==> src/rtl/scan_chain_pkg.sv <==
package scan_chain_pkg;

  typedef enum logic [1:0] {
    MODE_HOLD    = 2'd0,
    MODE_CAPTURE = 2'd1,
    MODE_SHIFT   = 2'd2
  } cell_mode_t;

  // Priority: shift wins over capture/hold
  function automatic cell_mode_t pick_mode(input logic shift, input logic enable);
    if (shift)       return MODE_SHIFT;
    else if (enable) return MODE_CAPTURE;
    else             return MODE_HOLD;
  endfunction

endpackage

==> src/rtl/scan_ctrl.sv <==
module scan_ctrl (
  input  logic clr_n,
  input  logic scan_en,
  output logic arst_n
);
  // Clear is gated off while shifting
  always_comb arst_n = clr_n | scan_en;
endmodule

==> src/rtl/scan_cell.sv <==
module scan_cell
  import scan_chain_pkg::*;
(
  input  logic clk,
  input  logic arst_n,
  input  logic shift,
  input  logic enable,
  input  logic func_d,
  input  logic ser_in,
  output logic q,
  output logic qb,
  output logic ser_out
);
  cell_mode_t mode;
  logic       next_q;

  always_comb begin
    mode = pick_mode(shift, enable);
    unique case (mode)
      MODE_SHIFT:   next_q = ser_in;
      MODE_CAPTURE: next_q = func_d;
      default:      next_q = q;
    endcase
  end

  always_ff @(posedge clk or negedge arst_n) begin
    if (!arst_n) q <= 1'b0;
    else         q <= next_q;
  end

  assign qb      = ~q;
  assign ser_out = q;
endmodule

==> src/rtl/scan_reg_chain.sv <==
module scan_reg_chain #(
  parameter int WIDTH = 8
) (
  input  logic             clk,
  input  logic             clr_n,
  input  logic             scan_en,
  input  logic             scan_in,
  input  logic [WIDTH-1:0] cap_en,
  input  logic [WIDTH-1:0] d,
  output logic [WIDTH-1:0] q,
  output logic [WIDTH-1:0] qb,
  output logic             scan_out
);
  localparam int LAST = WIDTH - 1;

  logic             arst_n;
  logic [WIDTH-1:0] link;

  scan_ctrl u_ctrl (
    .clr_n   (clr_n),
    .scan_en (scan_en),
    .arst_n  (arst_n)
  );

  for (genvar i = 0; i < WIDTH; i++) begin : g_cell
    logic ser_src;
    if (i == 0) begin : g_head
      assign ser_src = scan_in;
    end else begin : g_body
      assign ser_src = link[i-1];
    end
    scan_cell u_cell (
      .clk     (clk),
      .arst_n  (arst_n),
      .shift   (scan_en),
      .enable  (cap_en[i]),
      .func_d  (d[i]),
      .ser_in  (ser_src),
      .q       (q[i]),
      .qb      (qb[i]),
      .ser_out (link[i])
    );
  end

  assign scan_out = link[LAST];
endmodule

==> config.mk <==
export PLATFORM = sky130hd
export DESIGN_NAME = scan_reg_chain
export DESIGN_NICKNAME = d
export VERILOG_FILES = /design/src/rtl/scan_chain_pkg.sv /design/src/rtl/scan_ctrl.sv /design/src/rtl/scan_cell.sv /design/src/rtl/scan_reg_chain.sv
export SDC_FILE = /design/constraint.sdc
export NUM_CORES = 1
export LEC_CHECK = 0
export ABC_CLOCK_PERIOD_IN_PS = 1200
export BUFFER_PORTS_ARGS = -buffer_cell sky130_fd_sc_hd__buf_4
export CAP_MARGIN = 0
export CORE_AREA = 2 2 39 41
export CTS_CLUSTER_DIAMETER = 50
export DETAILED_ROUTE_END_ITERATION = 8
export DIE_AREA = 0 0 41 43
export GPL_ROUTABILITY_DRIVEN = 0
export GPL_TIMING_DRIVEN = 1
export PLACE_DENSITY = 0.77
export SLEW_MARGIN = 20
export SYNTH_ARGS = -nofsm -noshare
export SYNTH_HDL_FRONTEND = slang
export SYNTH_SLANG_ARGS = --single-unit
==> constraint.sdc <==
create_clock -name clk -period 1.2 [get_ports clk]
set_input_delay 0.12 -clock clk [delete_from_list [all_inputs] [get_ports clk]]
set_output_delay 0.12 -clock clk [all_outputs]
set_load 0.01 [all_outputs]
# Word-level counts from Yosys, hierarchy flattened
# Index checks and enable logic that the tools add are counted.
# totals
ff_bits	8
input_bits	20
output_inout_bits	17
elab_cells	65
# op_classes
n_eq_ne	16
n_mux	24
n_bitwise	9
reduce_logical	8
# op_table
cell	count
$eq 2x1->1 const B	8
$eq 2x2->1 const B	8
$mux 2	8
$pmux 1 s2	8
$reduce_bool 2->1	8
$mux 1	8
$not 1->1	8
$or 1x1->1	1

# Logic depth before layout (Yosys ltp)
# Gate-level depths: netlist (run 1).
# logic_depth
word_depth	4
ltp_mapped	3
ltp_nobuf	2

# Modules after synthesis
# Synthesis (run 1) repeated with hierarchy kept, for this count alone.
# hier_totals
cells_unflattened	49
area_unflattened_um2	446.7
# by_module_without_submodules
module	instances	cells_per_inst	area_each_um2	seq_area_each_um2
scan_cell	8	6	55.1	25.0
scan_ctrl	1	1	6.3	0.0

# Worst setup path after synthesis (run 1)
# No wires, ideal clock.
# synth_path
path_kind	flip-flop to flip-flop
startpoint	register g_cell[7].u_cell.q (netlist name)
endpoint	register g_cell[7].u_cell.q
setup_ns	0.126
arrival_time_ns	0.599
required_time_ns	1.074
path_slack_ns	0.475
stages_incl_launch_ff	3
n_path_buf	0
synth_period_minus_slack_ns	0.725
path_cell_list	dfrtp_1 -> mux2i_1 -> o21ai_0
# synth_rtl
item	line_no	text
end signal: assignment	scan_cell.sv:28	else q <= next_q;
end: declaration	scan_cell.sv:10	output logic q,

# Final worst setup path (run 1)
# layout_path
startpoint	register g_cell[1].u_cell.q
endpoint	output port qb[1]
# layout_via
elab_chain_cells	1
# layout_rtl
item	line_no	text
start: declaration	scan_cell.sv:10	
start signal: assignment	scan_cell.sv:28	
$not 1->1	scan_cell.sv:31	assign qb = ~q;
end: declaration	scan_reg_chain.sv:11	output logic [WIDTH-1:0] qb,
# Every way passes these cells.

==> results of run 1 <==
-- layout make-up --
type / count / area (um2)
fillers: 145 / 664
repair buffers: 38 / 290
flip-flops and latches: 8 / 200
multi-input cells: 25 / 156
inverters: 8 / 30.0
clock buffers: 3 / 22.5
well taps: 16 / 20.0
-- stage by stage --
stage          setup slack (ps)  total power (W)  utilization
2_1_floorplan               475         0.000525            -
3_3_place_gp                470         0.000598        0.489
3_5_place_dp                451         0.000605        0.489
4_1_cts                     222         0.000820        0.520
5_1_grt                     166         0.000863        0.520
6_report                    212         0.000805        0.520
-- power groups by stage --
stage	combinational (W)	sequential [W]	clock (W)
final	0.000269	0.000336	0.000200
after global routing	0.000296	0.000340	0.000226
after CTS	0.000272	0.000336	0.000211
after detailed placement	0.000264	0.000341	0
after global placement	0.000259	0.000339	0
after floorplan	0.000190	0.000335	0
-- routing by layer --
metal	vias up	part of all wire	track usage
met5	-	0	0
met4	0	0.013	0.107
met3	2	0.096	0.0524
met2	19	0.55	0.234
met1	186	0.34	0.129
li1	215	-	-
-- path summary, 6_finish.rpt --
path / slack, ps / start / endpoint
setup / recovery: 210 / g_cell[1].u_cell.q$_DFFE_PN0P_ / qb[1]
hold / removal: 80 / scan_in / g_cell[0].u_cell.q$_DFFE_PN0P_
setup reg to reg: 450 / g_cell[1].u_cell.q$_DFFE_PN0P_ / g_cell[1].u_cell.q$_DFFE_PN0P_
hold reg to reg: 540 / g_cell[0].u_cell.q$_DFFE_PN0P_ / g_cell[1].u_cell.q$_DFFE_PN0P_
max in group asynchronous: 540 / scan_en / g_cell[0].u_cell.q$_DFFE_PN0P_
min in group asynchronous: 330 / clr_n / g_cell[2].u_cell.q$_DFFE_PN0P_
-- cell usage in the layout (no fill, tap or decap) --
cell type	n
nand2_1	8
or2_2	1
dlygate4sd3_1	2
clkbuf_4	3
dfrtp_1	8
buf_4	36
mux2i_1	8
o21ai_0	8
inv_1	8
-- tightest hold or removal path, cell delays in order --
cell and delay, ps:
buf_4 80, nand2_1 40, o21ai_0 60
-- repair_timing --
item | 4_1_cts | 5_1_grt
hold buffers | 2 | 0
endpoints found under the setup margin | 0 | 0
buffers inserted | 0 | 0
endpoints found under the hold margin | 8 | 0
-- logic make-up after synthesis --
logic type,count (synthesis)
simple gates,9
compound gates,8
mux,8
buf+inv,25
flops,8
==> flow_metrics.tcl, run 1 <==
set metrics [dict create \
    outcome "finished clean" \
    synth_xor_area_frac 0 \
    dp_hpwl_um 779 \
    max_freq_ghz 1.01 \
    path_max_fanout 4 \
    worstMarginPinSlew_ps 189 \
    dp_cells 93 \
    syn_nets 78 \
    p_sw_w 0.000230 \
    dieArea_mm2 0.00176 \
    top_regs "g_cell.u_cell.q: 8 flops" \
    setup_tns_ps 0 \
    cts-resized-gates 0 \
    regMostFlops "g_cell.u_cell.q" \
    route.vias.total 422 \
    antenna_cells 0 \
    rsz0062_at_grt "no" \
    via_per_inst 4.31 \
    grt_max_degree 18 \
    slew_viol_final 0 \
    synth_area_leaders "dfrtp_1, buf_4, mux2i_1" \
    synthesis.area_um2 518 \
    worstPathArrival_ps 870 \
    p_int_w 0.000575 \
    cp_data_required_time_ps 1080 \
    drive_gt1_frac 0.488 \
    synth_enable_flop_cells 0 \
    syn_avg_cell_area_um2 8.93 \
    start_util 0.374 \
    clk_pin_slew_ps 50 \
    fin_crit_ps 988 \
    cp_num_cells 2 \
    drt-wirelength-per-cell_um 10.6 \
    max_cap_viol_count 0 \
    crit_family "flip-flops" \
    yosysMostFrequentCell "buf_4" \
    power_frac_seq 0.417 \
    ys_seq_elements 8 \
    synth.distinct_cells 8 \
    rows 14 \
    fin_nets 104 \
    power_frac_comb 0.334 \
    grt_antenna_before_repair 0 \
    post_dp_cell_area_um2 677 \
    synth_mux_area_frac 0.155 \
    ioPinCount 37 \
    ir_worst_vdd_uv 592 \
    netlist.top_cell.by_area "dfrtp_1" \
    startpoint_type "register" \
    yosysTopAreaCellShare 0.386 \
    grt_pass1_vias 398 \
    drt-initial-drc-count 2 \
    synth_compound_area_frac 0.0773 \
    holdWs_ps 82.8 \
    crit_path_top_delay_cell "dfrtp_1" \
    crit_buf_inv 2 \
    grt.total_usage 0.142 \
    firstDrtPassIters 3 \
    syn_to_final_growth_pct 38.9 \
    cts_buffers 3 \
    hold_path_class "input pin to register" \
    die_h_um 43 \
    root_buffer "clkbuf_4" \
    fin_skew_ps 5.72 \
    power_leakage_nw 0.397 \
    hold_depth 3 \
    cts_tree "done" \
    largest_register_ffs 8 \
    setup_viol 0 \
    h-tree-depth 1 \
    p_clk_frac 0.248 \
    power_density_mw_per_mm2 1120 \
    relSlewSlack 0.874 \
    seq_area_frac_synth 0.386 \
    coreArea_mm2 0.00138 \
    fp.dieW_um 41 \
    synth_ff_type "dfrtp_1" \
    switching_share 0.286 \
    synthCells 58 \
    routed_wl_mm 1.04 \
    slowest_delay_ps 420 \
    cp-end-kind "primary output" \
    synth_top_family_by_area "buffers and inverters" \
    clock_sinks 8 \
    path_cells "inv_1, buf_4" \
    synthSimpleGateAreaFrac 0.0700 \
    hold_viol 0 \
    design_area_um2 719 \
    instances_no_fill 98 \
    insertion_delay_ps 250 \
    synth_warnings 0 \
    r2r_cells 2 \
    grt_pass1_wl_mm 1.59 \
    critical_path_class "register to primary output" \
    drc 0 \
    antenna_left 0 \
    period_share 0.824 \
    io_buffers 36 \
    async_flop_share 1.00 \
    synth_fa_ha_area_frac 0 \
    grt_remaining_overflow 0 \
    cts_buffer_depth 2 \
]
Power figures use the tool's default switching activity.
==> run 2: changes to the inputs <==
ABC_CLOCK_PERIOD_IN_PS = 1000   (was 1200)
CORE_AREA = unset   (was 2 2 39 41)
CORE_MARGIN = 1   (was unset)
CORE_UTILIZATION = 38   (was unset)
DIE_AREA = unset   (was 0 0 41 43)
PLACE_DENSITY = 0.75   (was 0.77)
clock period = 1 ns   (was 1.2 ns; I/O delays follow)
==> run 2 against run 1 <==
Critical path depth stayed put. Clock-buffer cell count is the same. Flip-flop and latch count did not move. Worst setup slack worse by 140 ps. Critical path type unchanged. Largest cell class unchanged.
==> flow_metrics.tcl, run 2 (synthesized netlist as in run 1, its figures left out) <==
set metrics [dict create \
    endpoint "qb[4]" \
    rrSetupSlack_ps 220 \
    setup_tns_ps 0 \
    hold_path_class "input pin to register" \
    fin_skew_ps 2.00 \
    crit_family "flip-flops" \
    post_cts_buffers 0 \
    antenna_left 0 \
    slew_viol_final 0 \
    dp_hpwl_um 799 \
    outcome "finished clean" \
    p_sw_w 0.000274 \
    r2r-start "g_cell[0].u_cell.q$_DFFE_PN0P_" \
    hold_viol 0 \
    antenna_cells 0 \
    drt-initial-drc-count 5 \
    drc 0 \
    rows 12 \
    cp_num_cells 2 \
    coreArea_mm2 0.00119 \
    io_buffers 36 \
    crit_path_top_delay_cell "dfrtp_1" \
    min_from "scan_in" \
    ioPinCount 37 \
    holdWs_ps 64.9 \
    cts_buffers 3 \
    fin_nets 104 \
    top_regs "g_cell.u_cell.q: 8 flops" \
    regMostFlops "g_cell.u_cell.q" \
    critical_path_class "register to primary output" \
    max_cap_viol_count 0 \
    rsz0062_at_grt "no" \
    path_cells "inv_1, buf_4" \
    switching_share 0.285 \
    grt_remaining_overflow 0 \
    worstReg2RegEnd "g_cell[0].u_cell.q$_DFFE_PN0P_" \
    preCtsSetupSlack_ps 223 \
    routed_wl_um 974 \
    clock_sinks 8 \
    fin_crit_ps 931 \
    path_max_fanout 4 \
    worstPathArrival_ps 830 \
    dieArea_mm2 0.00151 \
    final_common_cell "buf_4" \
    cts_buffer_depth 2 \
    grt.total_usage 0.155 \
    slowest_delay_ps 400 \
    fin_ws_ps 69.0 \
    crit_buf_inv 2 \
    fp.dieW_um 38.9 \
    cts_tree "done" \
    relSlewSlack 0.894 \
    grt_pass1_vias 376 \
    cp-end-kind "primary output" \
    startpoint_type "register" \
    route.vias.total 423 \
    drive_gt1_frac 0.488 \
    largest_register_ffs 8 \
    start_util 0.437 \
    grt_pass1_wl_mm 1.51 \
    grt_max_degree 18 \
    cp_data_required_time_ps 900 \
    power_frac_seq 0.418 \
    instances_no_fill 96 \
    worstSetupStartpoint "g_cell[4].u_cell.q$_DFFE_PN0P_" \
    period_share 0.931 \
    power_density_mw_per_mm2 1340 \
    firstDrtPassIters 4 \
    p_int_w 0.000689 \
    setup_viol 0 \
    grt_antenna_before_repair 0 \
    power_frac_comb 0.329 \
    syn_to_final_growth_pct 38.4 \
    dp_cells 91 \
    worstMarginPinSlew_ps 154 \
    max_freq_ghz 1.07 \
    drt-wirelength-per-cell_um 10.1 \
    insertion_delay_ps 250 \
    p_clk_frac 0.253 \
    via_per_inst 4.41 \
    h-tree-depth 1 \
    r2r_cells 2 \
    root_buffer "clkbuf_4" \
    die_h_um 38.9 \
    ir_worst_vdd_uv 836 \
    clk_pin_slew_ps 50 \
    power_leakage_nw 0.397 \
]
## run 2: repair_timing
action,CTS,global route
endpoints found under the hold margin,8,0
setup endpoints to repair,0,0
hold buffers,2,0
resized for setup,0,0
## run 2: worst min-delay path by stage
stage | depth (start not counted) | end | slack, ps
2_1_floorplan | 1 | g_cell[0].u_cell.q$_DFFE_PN0P_ | -70
3_3_place_gp | 2 | g_cell[3].u_cell.q$_DFFE_PN0P_ | 40
3_5_place_dp | 2 | g_cell[3].u_cell.q$_DFFE_PN0P_ | 40
4_1_cts | 3 | g_cell[0].u_cell.q$_DFFE_PN0P_ | 60
5_1_grt | 3 | g_cell[0].u_cell.q$_DFFE_PN0P_ | 100
6_report | 3 | g_cell[0].u_cell.q$_DFFE_PN0P_ | 60
## run 2: area by class of cell
type                            count  area, um2
Clock buffer                        3       22.5
Fill cell                         105        469
Inverter                            8       30.0
Multi-Input combinational cell     25        156
Sequential cell                     8        200
Tap cell                           14       17.5
Timing Repair Buffer               38        290
## run 2: worst reg2reg max path: stages, from the launching register on
cell and delay [ps]:
dfrtp_1 400, mux2i_1 160, o21ai_0 100
## run 2: power groups by stage
| stage | combinational (W) | sequential, W | clock, W |
|---|---|---|---|
| after floorplan | 0.000228 | 0.000402 | 0 |
| after global placement | 0.000311 | 0.000405 | 0 |
| final | 0.000317 | 0.000403 | 0.000244 |
| after detailed placement | 0.000315 | 0.000410 | 0 |
| after global routing | 0.000355 | 0.000413 | 0.000275 |
| after CTS | 0.000322 | 0.000404 | 0.000256 |
## run 2: layer usage
layer	GRT usage	vias to the layer above	part of all wire
met1	0.180	187	0.38
met4	0.103	0	0
met5	0	-	0
met3	0.0347	0	0.076
met2	0.250	22	0.54
li1	-	214	-
## run 2: per-stage QoR
step / power (W) / utilization / cell area, um2
floorplan: 0.000630 / - / 518
global placement: 0.000716 / 0.569 / 674
detailed placement: 0.000724 / 0.569 / 674
CTS: 0.000982 / 0.604 / 717
global route: 0.00104 / 0.604 / 717
finish: 0.000964 / 0.604 / 717
==> run 3: changes to the inputs <==
CTS_BUF_LIST = sky130_fd_sc_hd__clkbuf_4 sky130_fd_sc_hd__clkbuf_8 sky130_fd_sc_hd__clkbuf_16   (was unset)
SETUP_SLACK_MARGIN = 0.15   (was unset)
==> run 3 against run 2 <==
Sequential share of layout area decreased by 3.3 points. Register-to-register slack worse by 80 ps. Cell area grew 14%. Core utilization increased by 8.2 points. Critical path depth unchanged. Final cell count up 6.3%. Clock power hardly changed. Global-route usage increased by 1.8 points. Critical path type unchanged. Highest routed layer is now met4.
==> flow_metrics.tcl, run 3 (synthesized netlist as in run 1, its figures left out) <==
set metrics [dict create \
    insertion_delay_ps 250 \
    ir_worst_vdd_uv 835 \
    h-tree-depth 1 \
    clk_pin_slew_ps 50 \
    setup_viol 0 \
    grt_max_degree 18 \
    clock_sinks 8 \
    fp.dieW_um 38.9 \
    drt-initial-drc-count 3 \
    relSlewSlack 0.884 \
    drc 0 \
    worstMarginPinSlew_ps 168 \
    setup_tns_ps 0 \
    grt_pass1_wl_mm 1.70 \
    drt-wirelength-per-cell_um 11.0 \
    cts_tree "done" \
    rsz0062_at_grt "yes" \
    outcome "finished clean" \
    grt_pass1_vias 435 \
    final_cell_mix "buf_4, buf_6, mux2i_1, nand2_1, dfrtp_1" \
    fin_nets 110 \
    die_h_um 38.9 \
    via_per_inst 4.47 \
    cts_buffers 3 \
    dp_hpwl_um 799 \
    rows 12 \
    ioPinCount 37 \
    multi_input_area_um2 156 \
    syn_to_final_growth_pct 57.2 \
    holdWs_ps 69.1 \
    route.vias.total 456 \
    final_common_cell "buf_4" \
    root_buffer "clkbuf_4" \
    fillers 102 \
    grt.total_usage 0.173 \
    worstPathArrival_ps 850 \
    cp-end-kind "primary output" \
    power_leakage_nw 0.443 \
    grt_remaining_overflow 0 \
    firstDrtPassIters 4 \
    top_regs "g_cell.u_cell.q: 8 flops" \
    critical_path_class "register to primary output" \
    fin_crit_ps 951 \
    period_share 0.951 \
    max_freq_ghz 1.05 \
    path_max_fanout 4 \
    slew_viol_final 0 \
    antenna_left 0 \
    startpoint_type "register" \
    drive_gt1_frac 0.534 \
    hold_path_class "input pin to register" \
    max_cap_viol_count 0 \
    hold_viol 0 \
    antenna_cells 0 \
    io_buffers 36 \
    largest_register_ffs 8 \
    start_util 0.437 \
    fin_skew_ps 1.40 \
    regMostFlops "g_cell.u_cell.q" \
    seqCellArea_um2 200 \
    coreArea_mm2 0.00119 \
    cts_buffer_depth 2 \
    dieArea_mm2 0.00151 \
    grt_antenna_before_repair 0 \
    routed_wl_mm 1.12 \
    cp_data_required_time_ps 900 \
    power_density_mw_per_mm2 1310 \
]
==> run 3: layout make-up <==
| class | count | share of cell area |
|---|---|---|
| well taps | 14 | 0.0215 |
| clock buffers | 3 | 0.0276 |
| repair buffers | 44 | 0.476 |
| flip-flops and latches | 8 | 0.246 |
| inverters | 8 | 0.0369 |
| multi-input cells | 25 | 0.192 |
==> run 3: routing by layer <==
| layer | vias to the layer above | track usage | wire length, um |
|---|---|---|---|
| li1 | 226 | - | - |
| met1 | 204 | 0.180 | 435 |
| met2 | 24 | 0.313 | 602 |
| met3 | 2 | 0.0347 | 74 |
| met4 | 0 | 0.103 | 11 |
| met5 | - | 0 | 0 |
==> run 3: final timing paths <==
check	start	to	slack (ps)	cells past startpoint
worst max-delay path	g_cell[3].u_cell.q$_DFFE_PN0P_	qb[3]	50	2
worst min-delay path	scan_in	g_cell[0].u_cell.q$_DFFE_PN0P_	70	3
worst max register to register	g_cell[2].u_cell.q$_DFFE_PN0P_	g_cell[2].u_cell.q$_DFFE_PN0P_	140	3
worst min register to register	g_cell[3].u_cell.q$_DFFE_PN0P_	g_cell[4].u_cell.q$_DFFE_PN0P_	590	2
max in group asynchronous	scan_en	g_cell[6].u_cell.q$_DFFE_PN0P_	380	3
min in group asynchronous	clr_n	g_cell[7].u_cell.q$_DFFE_PN0P_	320	3
==> run 3: worst max-delay path, stage by stage (launching register included) <==
cell and delay (ps):
dfrtp_1 420, inv_1 90, buf_6 100
==> run 3: metrics by stage <==
stage | cell area, um2 | std cells | worst slack, ps | util | power, W
2_1_floorplan | 518 | 58 | 275 | - | 0.000630
3_3_place_gp | 674 | 91 | 260 | 0.569 | 0.000716
3_5_place_dp | 674 | 91 | 223 | 0.569 | 0.000724
4_1_cts | 777 | 101 | 51.9 | 0.655 | 0.00104
5_1_grt | 815 | 102 | 8.07 | 0.687 | 0.00115
6_report | 815 | 102 | 48.6 | 0.687 | 0.00107
==> run 3: report_power, final <==
group          total [W]  internal, W  switching, W
sequential      0.000409     0.000363     0.0000451
combinational   0.000418     0.000266      0.000152
clock           0.000244     0.000137      0.000107
total            0.00107     0.000766      0.000304
==> run 3: timing repair <==
item                                    4_1_cts  5_1_grt
setup buffers                                 5        1
endpoints found under the hold margin         8        0
hold buffers                                  2        0
pin swaps                                     0        1
gates resized for setup                       6       15
endpoints found under the setup margin       17       23
